[src/rtl/scan_bridge_pkg.sv]
package scan_bridge_pkg;
    typedef enum logic [3:0] {
        ST_TLR, ST_RTI,
        ST_SEL_DR, ST_CAP_DR, ST_SH_DR, ST_EX1_DR, ST_PAU_DR, ST_EX2_DR, ST_UPD_DR,
        ST_SEL_IR, ST_CAP_IR, ST_SH_IR, ST_EX1_IR, ST_PAU_IR, ST_EX2_IR, ST_UPD_IR
    } tap_e;
endpackage

[src/rtl/sb_tap.sv]
module sb_tap
    import scan_bridge_pkg::*;
(
    input  logic tck,
    input  logic trst_n,
    input  logic tms,
    output tap_e state
);
    typedef struct packed {
        tap_e st;
    } tap_t;

    tap_t t_d, t_q;

    always_comb begin
        t_d = t_q;
        case (t_q.st)
            ST_TLR:    t_d.st = tms ? ST_TLR    : ST_RTI;
            ST_RTI:    t_d.st = tms ? ST_SEL_DR : ST_RTI;
            ST_SEL_DR: t_d.st = tms ? ST_SEL_IR : ST_CAP_DR;
            ST_CAP_DR: t_d.st = tms ? ST_EX1_DR : ST_SH_DR;
            ST_SH_DR:  t_d.st = tms ? ST_EX1_DR : ST_SH_DR;
            ST_EX1_DR: t_d.st = tms ? ST_UPD_DR : ST_PAU_DR;
            ST_PAU_DR: t_d.st = tms ? ST_EX2_DR : ST_PAU_DR;
            ST_EX2_DR: t_d.st = tms ? ST_UPD_DR : ST_SH_DR;
            ST_UPD_DR: t_d.st = tms ? ST_SEL_DR : ST_RTI;
            ST_SEL_IR: t_d.st = tms ? ST_TLR    : ST_CAP_IR;
            ST_CAP_IR: t_d.st = tms ? ST_EX1_IR : ST_SH_IR;
            ST_SH_IR:  t_d.st = tms ? ST_EX1_IR : ST_SH_IR;
            ST_EX1_IR: t_d.st = tms ? ST_UPD_IR : ST_PAU_IR;
            ST_PAU_IR: t_d.st = tms ? ST_EX2_IR : ST_PAU_IR;
            ST_EX2_IR: t_d.st = tms ? ST_UPD_IR : ST_SH_IR;
            ST_UPD_IR: t_d.st = tms ? ST_SEL_DR : ST_RTI;
            default:   t_d.st = ST_TLR;
        endcase
    end

    always_ff @(posedge tck or negedge trst_n) begin
        if (!trst_n) t_q <= '{st: ST_TLR};
        else         t_q <= t_d;
    end

    assign state = t_q.st;

    // Leaving reset into idle requires TMS low.
    AST_TLR_EXIT: assert property (@(posedge tck) disable iff (!trst_n)
        (t_q.st == ST_TLR && tms) |=> (t_q.st == ST_TLR));
endmodule

[src/rtl/sb_ctrl.sv]
module sb_ctrl
    import scan_bridge_pkg::*;
#(
    parameter int N        = 4,
    parameter int ADDR_W   = 6,
    parameter int IR_W     = 8,
    parameter logic [IR_W-1:0] SEL_CODE = 1
) (
    input  logic              tck,
    input  logic              trst_n,
    input  tap_e              state,
    input  logic              tail,
    input  logic [ADDR_W-1:0] board_addr,
    output logic              addressed,
    output logic [N-1:0]      sel,
    output logic              shifting,
    output logic              ser_out
);
    localparam logic [IR_W-1:0] BYPASS_CODE = '1;
    localparam logic [IR_W-1:0] IR_CAPTURE  = IR_W'(1);

    typedef struct packed {
        logic [IR_W-1:0] ir;
        logic [IR_W-1:0] instr;
        logic [N-1:0]    dr;
        logic            byp;
        logic [N-1:0]    sel;
        logic            addressed;
        logic            rejected;
    } ctrl_t;

    ctrl_t c_d, c_q;
    logic  sel_instr;

    assign sel_instr = (c_q.instr == SEL_CODE);

    always_comb begin
        c_d = c_q;
        case (state)
            ST_TLR: begin
                c_d.addressed = 1'b0;
                c_d.rejected  = 1'b0;
                c_d.sel       = '0;
                c_d.instr     = BYPASS_CODE;
            end
            ST_CAP_IR: c_d.ir = IR_CAPTURE;
            ST_SH_IR:  c_d.ir = {tail, c_q.ir[IR_W-1:1]};
            ST_UPD_IR: begin
                if (!c_q.addressed && !c_q.rejected) begin
                    if (c_q.ir[ADDR_W-1:0] == board_addr) c_d.addressed = 1'b1;
                    else                                  c_d.rejected  = 1'b1;
                end else if (c_q.addressed) begin
                    c_d.instr = c_q.ir;
                end
            end
            ST_CAP_DR: begin
                if (sel_instr) c_d.dr  = c_q.sel;
                else           c_d.byp = 1'b0;
            end
            ST_SH_DR: begin
                if (sel_instr) c_d.dr  = {tail, c_q.dr[N-1:1]};
                else           c_d.byp = tail;
            end
            ST_UPD_DR: begin
                if (c_q.addressed && sel_instr) c_d.sel = c_q.dr;
            end
            default: ;
        endcase
    end

    always_ff @(posedge tck or negedge trst_n) begin
        if (!trst_n) c_q <= '{ir: '0, instr: BYPASS_CODE, dr: '0, byp: 1'b0,
                              sel: '0, addressed: 1'b0, rejected: 1'b0};
        else         c_q <= c_d;
    end

    assign addressed = c_q.addressed;
    assign sel       = c_q.sel;
    assign shifting  = (state == ST_SH_IR) || (state == ST_SH_DR);
    assign ser_out   = (state == ST_SH_IR) ? c_q.ir[0]
                     : (sel_instr ? c_q.dr[0] : c_q.byp);

    AST_ROLE_EXCLUSIVE: assert property (@(posedge tck) disable iff (!trst_n)
        !(c_q.addressed && c_q.rejected));
    AST_REJECT_STICKY: assert property (@(posedge tck) disable iff (!trst_n)
        (c_q.rejected && state != ST_TLR) |=> c_q.rejected);
    AST_ADDR_AT_UPDATE: assert property (@(posedge tck) disable iff (!trst_n)
        $rose(c_q.addressed) |-> ($past(state) == ST_UPD_IR));
    AST_SEL_CLEAR: assert property (@(posedge tck) disable iff (!trst_n)
        (state == ST_TLR) |=> (c_q.sel == '0));
endmodule

[src/rtl/sb_route.sv]
module sb_route #(
    parameter int N = 4
) (
    input  logic         tck,
    input  logic         trst_n,
    input  logic         bp_tdi,
    input  logic         bp_tms,
    input  logic [N-1:0] lp_tdi,
    input  logic [N-1:0] sel,
    input  logic         shifting,
    input  logic         addressed,
    input  logic         ser_out,
    output logic         tail,
    output logic         bp_tdo,
    output logic         bp_tri,
    output logic [N-1:0] lp_tdo,
    output logic [N-1:0] lp_tri,
    output logic [N-1:0] lp_tms
);
    typedef struct packed {
        logic         tdi;
        logic [N-1:0] lp;
    } cap_t;

    typedef struct packed {
        logic         tdo;
        logic         drv;
        logic [N-1:0] lp_tdo;
        logic [N-1:0] lp_drv;
    } out_t;

    cap_t         cap_d, cap_q;
    out_t         out_d, out_q;
    logic [N-1:0] src;

    // Rising-edge capture of every serial input.
    always_comb begin
        cap_d.tdi = bp_tdi;
        cap_d.lp  = lp_tdi;
    end

    always_ff @(posedge tck or negedge trst_n) begin
        if (!trst_n) cap_q <= '0;
        else         cap_q <= cap_d;
    end

    // Raw chain tail into the bridge register, and retimed sources per port.
    always_comb begin
        logic t;
        logic lk;
        t  = bp_tdi;
        lk = cap_q.tdi;
        for (int i = 0; i < N; i++) begin
            src[i] = lk;
            if (sel[i]) begin
                t  = lp_tdi[i];
                lk = cap_q.lp[i];
            end
        end
        tail = t;
    end

    // Falling-edge output stage.
    always_comb begin
        out_d.tdo    = ser_out;
        out_d.drv    = shifting && addressed;
        out_d.lp_tdo = src;
        out_d.lp_drv = sel & {N{shifting}};
    end

    always_ff @(negedge tck or negedge trst_n) begin
        if (!trst_n) out_q <= '0;
        else         out_q <= out_d;
    end

    assign bp_tdo = out_q.tdo;
    assign bp_tri = ~out_q.drv;
    assign lp_tdo = out_q.lp_tdo;
    assign lp_tri = ~out_q.lp_drv;

    for (genvar g = 0; g < N; g++) begin : g_port
        assign lp_tms[g] = sel[g] ? bp_tms : 1'b1;

        AST_DESEL_QUIET: assert property (@(posedge tck) disable iff (!trst_n)
            !sel[g] |-> lp_tri[g]);
    end
endmodule

[src/rtl/scan_bridge.sv]
module scan_bridge
    import scan_bridge_pkg::*;
#(
    parameter int N      = 4,
    parameter int ADDR_W = 6,
    parameter int IR_W   = 8
) (
    input  logic              bp_tck,
    input  logic              bp_trst_n,
    input  logic              bp_tms,
    input  logic              bp_tdi,
    output logic              bp_tdo,
    output logic              bp_tri,
    input  logic [ADDR_W-1:0] board_addr,
    input  logic              lp_float,
    output logic              lp_ctl_hiz,
    output logic [N-1:0]      lp_tck,
    output logic [N-1:0]      lp_tms,
    output logic [N-1:0]      lp_trst_n,
    output logic [N-1:0]      lp_tdo,
    input  logic [N-1:0]      lp_tdi,
    output logic [N-1:0]      lp_tri
);
    localparam logic [IR_W-1:0] SEL_CODE = IR_W'(1);

    tap_e         state;
    logic         tail;
    logic         addressed;
    logic         shifting;
    logic         ser_out;
    logic [N-1:0] sel;

    sb_tap u_tap (
        .tck    (bp_tck),
        .trst_n (bp_trst_n),
        .tms    (bp_tms),
        .state  (state)
    );

    sb_ctrl #(.N(N), .ADDR_W(ADDR_W), .IR_W(IR_W), .SEL_CODE(SEL_CODE)) u_ctrl (
        .tck        (bp_tck),
        .trst_n     (bp_trst_n),
        .state      (state),
        .tail       (tail),
        .board_addr (board_addr),
        .addressed  (addressed),
        .sel        (sel),
        .shifting   (shifting),
        .ser_out    (ser_out)
    );

    sb_route #(.N(N)) u_route (
        .tck       (bp_tck),
        .trst_n    (bp_trst_n),
        .bp_tdi    (bp_tdi),
        .bp_tms    (bp_tms),
        .lp_tdi    (lp_tdi),
        .sel       (sel),
        .shifting  (shifting),
        .addressed (addressed),
        .ser_out   (ser_out),
        .tail      (tail),
        .bp_tdo    (bp_tdo),
        .bp_tri    (bp_tri),
        .lp_tdo    (lp_tdo),
        .lp_tri    (lp_tri),
        .lp_tms    (lp_tms)
    );

    assign lp_tck     = {N{bp_tck}};
    assign lp_trst_n  = {N{bp_trst_n}};
    assign lp_ctl_hiz = lp_float;

    AST_QUIET_UNADDR: assert property (@(posedge bp_tck) disable iff (!bp_trst_n)
        !addressed |-> bp_tri);
    AST_LOCAL_NEEDS_ADDR: assert property (@(posedge bp_tck) disable iff (!bp_trst_n)
        !addressed |-> (lp_tri == '1));
endmodule

[config.mk]
export PLATFORM = sky130hd
export DESIGN_NAME = scan_bridge
export DESIGN_NICKNAME = d
export VERILOG_FILES = /design/src/rtl/scan_bridge_pkg.sv /design/src/rtl/sb_tap.sv /design/src/rtl/sb_ctrl.sv /design/src/rtl/sb_route.sv /design/src/rtl/scan_bridge.sv
export SDC_FILE = /design/constraint.sdc
export NUM_CORES = 1
export LEC_CHECK = 0
export ABC_AREA = 0
export CAP_MARGIN = 20
export CORE_MARGIN = 2
export CORE_UTILIZATION = 50
export DETAILED_ROUTE_END_ITERATION = 8
export HOLD_SLACK_MARGIN = 0.05
export PLACE_DENSITY = 0.76
export SYNTH_ARGS = -nofsm -noshare
export SYNTH_HDL_FRONTEND = slang
export SYNTH_SLANG_ARGS = --single-unit
export TNS_END_PERCENT = 100
[constraint.sdc]
create_clock -name bp_tck -period 2 [get_ports bp_tck]
set_input_delay 0.4 -clock bp_tck [delete_from_list [all_inputs] [get_ports bp_tck]]
set_output_delay 0.4 -clock bp_tck [all_outputs]
set_load 0.02 [all_outputs]
==> impl_metrics.sql, run 1 <==
INSERT INTO impl_metrics (metric_group, metric, value, unit) VALUES
('sta', 'worst_slew_margin_rel', '69.1', '%'),
('pwr', 'p_seq_share', '37.7', '%'),
('pwr', 'static-leakage-power', '1.36', 'nW'),
('floorplan', 'start_util', '51.5', '%'),
('final_layout', 'nets', '278', ''),
('floorplan', 'num_io_pins', '38', ''),
('final_layout', 'final_cell_area', '2930', 'µm²'),
('final_layout', 'most_common_cell_after_layout_fill_and_taps_aside', 'sky130_fd_sc_hd__buf_4', ''),
('pwr', 'ir_worst_vdd', '1.12', 'mV'),
('floorplan', 'chipHeight', '70.5', 'µm'),
('setup_path', 'reg2reg_from', 'u_ctrl.sel[0]$_DFFE_PN0P_', ''),
('yosys', 'post-synth-top-area-fraction', '30.5', '%'),
('setup_path', 'timing.critical_path.cells', 'inv_1 > buf_6', ''),
('yosys', 'postSynth.asyncResetShare', '100', '%'),
('sta', 'setup-tns-final', '-4.50', 'ns'),
('setup_path', 'cp_data_arrival_time', '1.98', 'ns'),
('yosys', 'number_of_flops_mapped_to_enable_cells_by_yosys', '0', ''),
('yosys', 'ys_types', '45', ''),
('drt', 'routed_wire_length_per_instance', '14.9', 'µm'),
('job', 'maxCapViolCount', '0', ''),
('global_routing', 'grt_util_met2', '33.6', '%'),
('yosys', 'synth-seq-area-share', '51.3', '%'),
('setup_path', 'critical_path.reg2reg.endpoint', 'u_route.lp_tdo[3]$_DFF_NN0_', ''),
('global_routing', 'globalRouteTotalUtil', '20.9', '%'),
('clocking', 'insertion_delay', '0.43', 'ns'),
('status', 'violations', 'negative setup slack', ''),
('sta', 'finalHoldViolCount', '0', ''),
('sta', 'clock_skew', '0.0257', 'ns'),
('placed_design', 'dp_slack', '-0.373', 'ns'),
('yosys', 'syn_std_cell_area', '2210', 'µm²'),
('placed_design', 'dp_hpwl', '3350', 'µm'),
('setup_path', 'critical_path_slowest_stage_cell', 'sky130_fd_sc_hd__dfrtn_1', ''),
('global_routing', 'grt-busiest-layer', 'met2', ''),
('setup_path', 'crit_type', 'register to primary output', ''),
('sta', 'setup_repair_after_global_routing_missed_its_margin', 'true', ''),
('sta', 'final.setup.worst_slack', '-0.383', 'ns'),
('final_layout', 'layout-drive-gt1-share', '30.3', '%'),
('yosys', 'syn-instance-count', '206', ''),
('clocking', 'cts_tree', 'yes', ''),
('global_routing', 'groute.layer.met3.usage', '8.40', '%'),
('final_layout', 'diodes', '0', ''),
('yosys', 'ys.flop_type', 'sky130_fd_sc_hd__dfrtp_1', ''),
('yosys', 'yosys_synthesis_warning_count', '0', ''),
('final_layout', 'most-common-layout-cells', 'sky130_fd_sc_hd__buf_4, sky130_fd_sc_hd__dfrtp_1, sky130_fd_sc_hd__nand2_1', ''),
('clocking', 'clk_pin_slew', '0.09', 'ns'),
('final_layout', 'final_core_utilization', '68.2', '%'),
('drt', 'drt.antenna.violating_nets', '0', ''),
('setup_path', 'cpPeakStageDelay', '0.39', 'ns'),
('pwr', 'power.density_cell_area', '1010', 'nW/µm²'),
('setup_path', 'reg2reg_depth', '3', ''),
('min_path', 'worstHoldPathType', 'primary input to async pin', ''),
('sta', 'max_transition_viols_final', '0', ''),
('pwr', 'power_frac_clock', '33.5', '%'),
('final_layout', 'layout.filler_cells', '315', ''),
('placed_design', 'place_area', '2670', 'µm²'),
('pwr', 'p_comb_share', '28.8', '%'),
('setup_path', 'worst_setup_path_end_kind', 'primary output', ''),
('global_routing', 'antenna_found_initial', '0', ''),
('drt', 'detailedRoute.firstPassIterationCount', '4', ''),
('yosys', 'post_synth_main_area_contributors', 'sky130_fd_sc_hd__dfrtp_1, sky130_fd_sc_hd__dfrtn_1, sky130_fd_sc_hd__dfstp_2', ''),
('drt', 'num_vias', '1629', ''),
('global_routing', 'global_route.overflow_total', '0', ''),
('yosys', 'synth-seq-cells', '45', ''),
('sta', 'setup_violations', '17', ''),
('status', 'outcome', 'finished, violations left', ''),
('pwr', 'sw_share', '35.6', '%'),
('global_routing', 'first_global_vias', '1598', ''),
('placed_design', 'place_congestion', '0.767', ''),
('pwr', 'p_int', '0.00191', 'W'),
('sta', 'timing_worst_slew_pin_value', '0.463', 'ns'),
('drt', 'vias_per_cell', '5.16', '');
## state kept, by name, summed over array words and instances (netlist names)
signal,count
u_ctrl.addressed,1
u_ctrl.sel,4
u_route.cap_q,4
u_route.bp_tdo,1
u_tap.state,4
u_route.lp_tdo,4
u_ctrl.c_q,22
u_route.out_q,5
## cells by family after synthesis
family / count (synthesis) / synth area share, %
buffers and inverters: 37 / 9.61
AND/OR/NAND/NOR: 64 / 16.3
AO/OA/AOI/OAI: 35 / 11.6
XOR/XNOR: 7 / 2.77
multiplexers: 18 / 8.31
flip-flops: 45 / 51.3
## layer usage
metal / wire length, µm / vias up
met3: 219 / 7
met1: 2030 / 784
li1: - / 805
met5: 0 / -
met4: 61 / 0
met2: 2390 / 33
## metrics by stage
| stage | instances | power (W) |
|---|---|---|
| detailed placement | 295 | 0.00220 |
| global route | 316 | 0.00314 |
| finish | 316 | 0.00297 |
| floorplan | 206 | 0.00190 |
| global placement | 295 | 0.00217 |
| CTS | 316 | 0.00298 |
## synth_stat cells (all sizes together) (2+ instances only)
cell type and n:
a21oi 7, a22o 6, buf 19, clkbuf 4, dfrtn 10, dfrtp 27, dfstp 8, inv 14
mux2 3, mux2i 15, nand2 27, nand2b 2, nand3 4, nand4 3, nor2 9, nor2b 7
nor3 3, nor4 2, nor4b 2, o211ai 4, o21ai 8, o31ai 2, xnor2 4, xor2 3
## critical path: cells and delay by family (launching register included)
kind     cells  cell delay, ns
buf+inv      2            0.16
flops        1            0.39
## power groups by stage
stage          registers, W  clock network (W)  logic, W
2_1_floorplan       0.00110           0.000234  0.000565
3_3_place_gp        0.00112           0.000269  0.000782
3_5_place_dp        0.00112           0.000269  0.000806
4_1_cts             0.00112            0.00102  0.000843
5_1_grt             0.00113            0.00107  0.000940
6_report            0.00112           0.000994  0.000855
## final cells by class
class	count	area, µm²	area share, %
clock buffer	13	159	5.43
clock inverter	3	21.3	0.726
inverter	14	52.6	1.79
multi-input combinational	124	917	31.3
sequential	45	1140	38.8
tap	52	65.1	2.22
timing repair buffer	65	577	19.7
## worst max-delay path by stage
stage,start,cells after the start,endpoint
detailed placement,u_route.bp_tdo$_DFF_NN0_,1,bp_tdo
finish,u_route.out_q[1]$_DFF_NN0_,2,lp_tri[1]
global route,u_ctrl.c_q[11]$_DFFE_PN1P_,4,u_route.bp_tdo$_DFF_NN0_
global placement,u_route.bp_tdo$_DFF_NN0_,1,bp_tdo
floorplan,u_ctrl.sel[0]$_DFFE_PN0P_,3,u_route.lp_tdo[3]$_DFF_NN0_
CTS,u_route.out_q[1]$_DFF_NN0_,2,lp_tri[1]
## timing repair
| action | 4_1_cts | 5_1_grt |
|---|---|---|
| gates resized for setup | 73 | 6 |
| hold endpoints to repair | 4 | 0 |
| setup endpoints to repair | 26 | 20 |
| buffers inserted | 7 | 1 |
| hold buffers | 2 | 0 |
| pin swaps | 0 | 1 |
No activity file was read; power rests on OpenSTA's default activity.
==> run 2: changes to the inputs <==
HOLD_SLACK_MARGIN = default   (was 0.05)
==> run 2 against run 1 <==
  * The run still ends with negative setup slack left
  * Via count grew 0.31%
  * Clock-buffer cell count did not move
  * Sequential share of layout area rose by 0.13 points
  * Sequential power is essentially flat
  * Flip-flop and latch count stayed put
  * Worst hold slack worse by 0.020 ns
  * Setup slack about the same
  * Total power about the same
  * Clock skew is 0.00063 ns higher
  * Highest routed layer unchanged
==> impl_metrics.sql, run 2 (synthesized netlist as in run 1, its figures left out) <==
INSERT INTO impl_metrics (metric_group, metric, value, unit) VALUES
('global_routing', 'first_global_vias', '1581', ''),
('setup_path', 'reg2reg_from', 'u_ctrl.sel[0]$_DFFE_PN0P_', ''),
('floorplan', 'start_util', '51.5', '%'),
('drt', 'drt-initial-drc-count', '108', ''),
('drt', 'drcViolationCount', '0', ''),
('drt', 'routed_wire_length_per_instance', '14.9', 'µm'),
('setup_path', 'worstPathRequired', '1.60', 'ns'),
('sta', 'setup_repair_after_global_routing_missed_its_margin', 'true', ''),
('status', 'outcome', 'finished, violations left', ''),
('sta', 'setup_violations', '16', ''),
('setup_path', 'worstSetupStartpointType', 'register', ''),
('final_layout', 'layout.filler_cells', '316', ''),
('floorplan', 'die_area', '4980', 'µm²'),
('min_path', 'worstHoldPathType', 'primary input to async pin', ''),
('sta', 'worst_slew_margin_rel', '69.0', '%'),
('sta', 'setup-tns-final', '-4.50', 'ns'),
('sta', 'max_transition_viols_final', '0', ''),
('final_layout', 'most-common-layout-cells', 'sky130_fd_sc_hd__buf_4, sky130_fd_sc_hd__dfrtp_1, sky130_fd_sc_hd__nand2_1', ''),
('drt', 'detailedRoute.firstPassIterationCount', '5', ''),
('global_routing', 'global_route.overflow_total', '0', ''),
('final_layout', 'reg.largest.list', 'u_ctrl.c_q (22), u_route.out_q (5)', ''),
('global_routing', 'globalRouteTotalUtil', '20.8', '%'),
('setup_path', 'critical_path_slowest_stage_cell', 'sky130_fd_sc_hd__dfrtn_1', ''),
('final_layout', 'final_core_utilization', '67.9', '%'),
('setup_path', 'cpPeakStageDelay', '0.39', 'ns'),
('setup_path', 'timing.critical_path.cells', 'inv_1 > buf_6', ''),
('setup_path', 'worst_setup_path_end_kind', 'primary output', ''),
('final_layout', 'max_flop_register', 'u_ctrl.c_q', ''),
('floorplan', 'die_width', '70.5', 'µm'),
('final_layout', 'layout-drive-gt1-share', '30.4', '%'),
('sta', 'timing_worst_slew_pin_value', '0.465', 'ns'),
('pwr', 'ir_worst_vdd', '1.12', 'mV'),
('final_layout', 'largest_register_ff_count', '22', ''),
('sta', 'finalHoldViolCount', '0', ''),
('drt', 'routed_wl', '4700', 'µm'),
('placed_design', 'dp_hpwl', '3350', 'µm'),
('global_routing', 'wire_length_of_the_first_global_routing_pass', '7750', 'µm'),
('job', 'maxCapViolCount', '0', ''),
('final_layout', 'diodes', '0', ''),
('floorplan', 'placeableCoreArea', '4290', 'µm²'),
('final_layout', 'syn2layout_area_growth', '31.8', '%'),
('setup_path', 'crit_type', 'register to primary output', ''),
('final_layout', 'most_common_cell_after_layout_fill_and_taps_aside', 'sky130_fd_sc_hd__buf_4', ''),
('floorplan', 'fp-row-count', '24', ''),
('floorplan', 'chipHeight', '70.5', 'µm'),
('pwr', 'power.density_cell_area', '1020', 'nW/µm²'),
('clocking', 'insertion_delay', '0.43', 'ns'),
('drt', 'num_vias', '1634', ''),
('placed_design', 'place_congestion', '0.767', ''),
('clocking', 'cts_tree', 'yes', ''),
('setup_path', 'cp-startpoint', 'u_route.out_q[1]$_DFF_NN0_', ''),
('placed_design', 'io_buffer_count', '35', ''),
('clocking', 'clk_pin_slew', '0.09', 'ns'),
('drt', 'drt.antenna.violating_nets', '0', ''),
('final_layout', 'nets', '277', ''),
('global_routing', 'grt_start_max_net_pins', '18', ''),
('global_routing', 'antenna_found_initial', '0', ''),
('status', 'violations', 'negative setup slack', ''),
('setup_path', 'critical_path_peak_fanout', '1', ''),
('setup_path', 'cp_data_arrival_time', '1.98', 'ns'),
('drt', 'vias_per_cell', '5.19', ''),
('pwr', 'static-leakage-power', '1.35', 'nW'),
('sta', 'final.setup.worst_slack', '-0.383', 'ns'),
('sta', 'clock_skew', '0.0263', 'ns'),
('floorplan', 'num_io_pins', '38', '');
run 2: critical path, delay by kind of cell, from the launching register on:
family   cells  cell delay [ns]
buf+inv      2             0.16
flops        1             0.39
run 2: routing by layer:
| layer | share of wire [%] | wire, µm | up-vias | GRT usage, % |
|---|---|---|---|---|
| li1 | - | - | 802 | - |
| met1 | 43 | 2030 | 789 | 25.6 |
| met2 | 51 | 2380 | 35 | 33.3 |
| met3 | 4.6 | 218 | 8 | 8.40 |
| met4 | 1.3 | 62 | 0 | 7.55 |
| met5 | 0 | 0 | - | 0 |
run 2: path summary, 6_finish.rpt:
| path | depth (start not counted) | slack (ns) | endpoint |
|---|---|---|---|
| setup reg to reg | 3 | -0.37 | u_route.lp_tdo[3]$_DFF_NN0_ |
| min in group bp_tck | 1 | 0.47 | u_route.cap_q[4]$_DFF_PN0_ |
| hold reg to reg | 2 | 0.52 | u_ctrl.c_q[11]$_DFFE_PN1P_ |
| hold / removal | 1 | 0.03 | u_ctrl.c_q[18]$_DFFE_PN1P_ |
| setup / recovery | 2 | -0.38 | lp_tri[1] |
| max in group asynchronous | 2 | 0.86 | u_route.lp_tdo[0]$_DFF_NN0_ |
run 2: area by class of cell:
type	instances	area (µm²)	area share (%)
Clock buffer	13	159	5.45
Sequential cell	45	1140	38.9
Timing Repair Buffer	64	567	19.4
Multi-Input combinational cell	124	917	31.4
Clock inverter	3	21.3	0.729
Inverter	14	52.6	1.80
Tap cell	52	65.1	2.23
run 2: power by group:
part	total (W)	internal (W)	leakage, nW	switching [W]
registers	0.00112	0.00101	0.566	0.000107
logic	0.000854	0.000402	0.694	0.000451
clock network	0.000994	0.000495	0.0943	0.000498
total	0.00297	0.00191	1.35	0.00106
run 2: what timing repair did:
item	CTS	global route
gates resized for setup	73	6
cloned	0	0
pin swaps	0	1
setup buffers	7	1
hold buffers	1	0
endpoints found under the setup margin	26	20
endpoints found under the hold margin	2	0
run 2: per-stage QoR:
| step | setup WS (ns) | total power [W] | instances | hold WS, ns | cell area (µm²) |
|---|---|---|---|---|---|
| floorplan | -0.393 | 0.00190 | 206 | 0.104 | 2230 |
| finish | -0.383 | 0.00297 | 315 | 0.0260 | 2920 |
| detailed placement | -0.373 | 0.00220 | 295 | 0.262 | 2670 |
| global route | -0.423 | 0.00314 | 315 | 0.0415 | 2920 |
| global placement | -0.376 | 0.00217 | 295 | 0.261 | 2670 |
| CTS | -0.390 | 0.00298 | 315 | 0.0242 | 2900 |
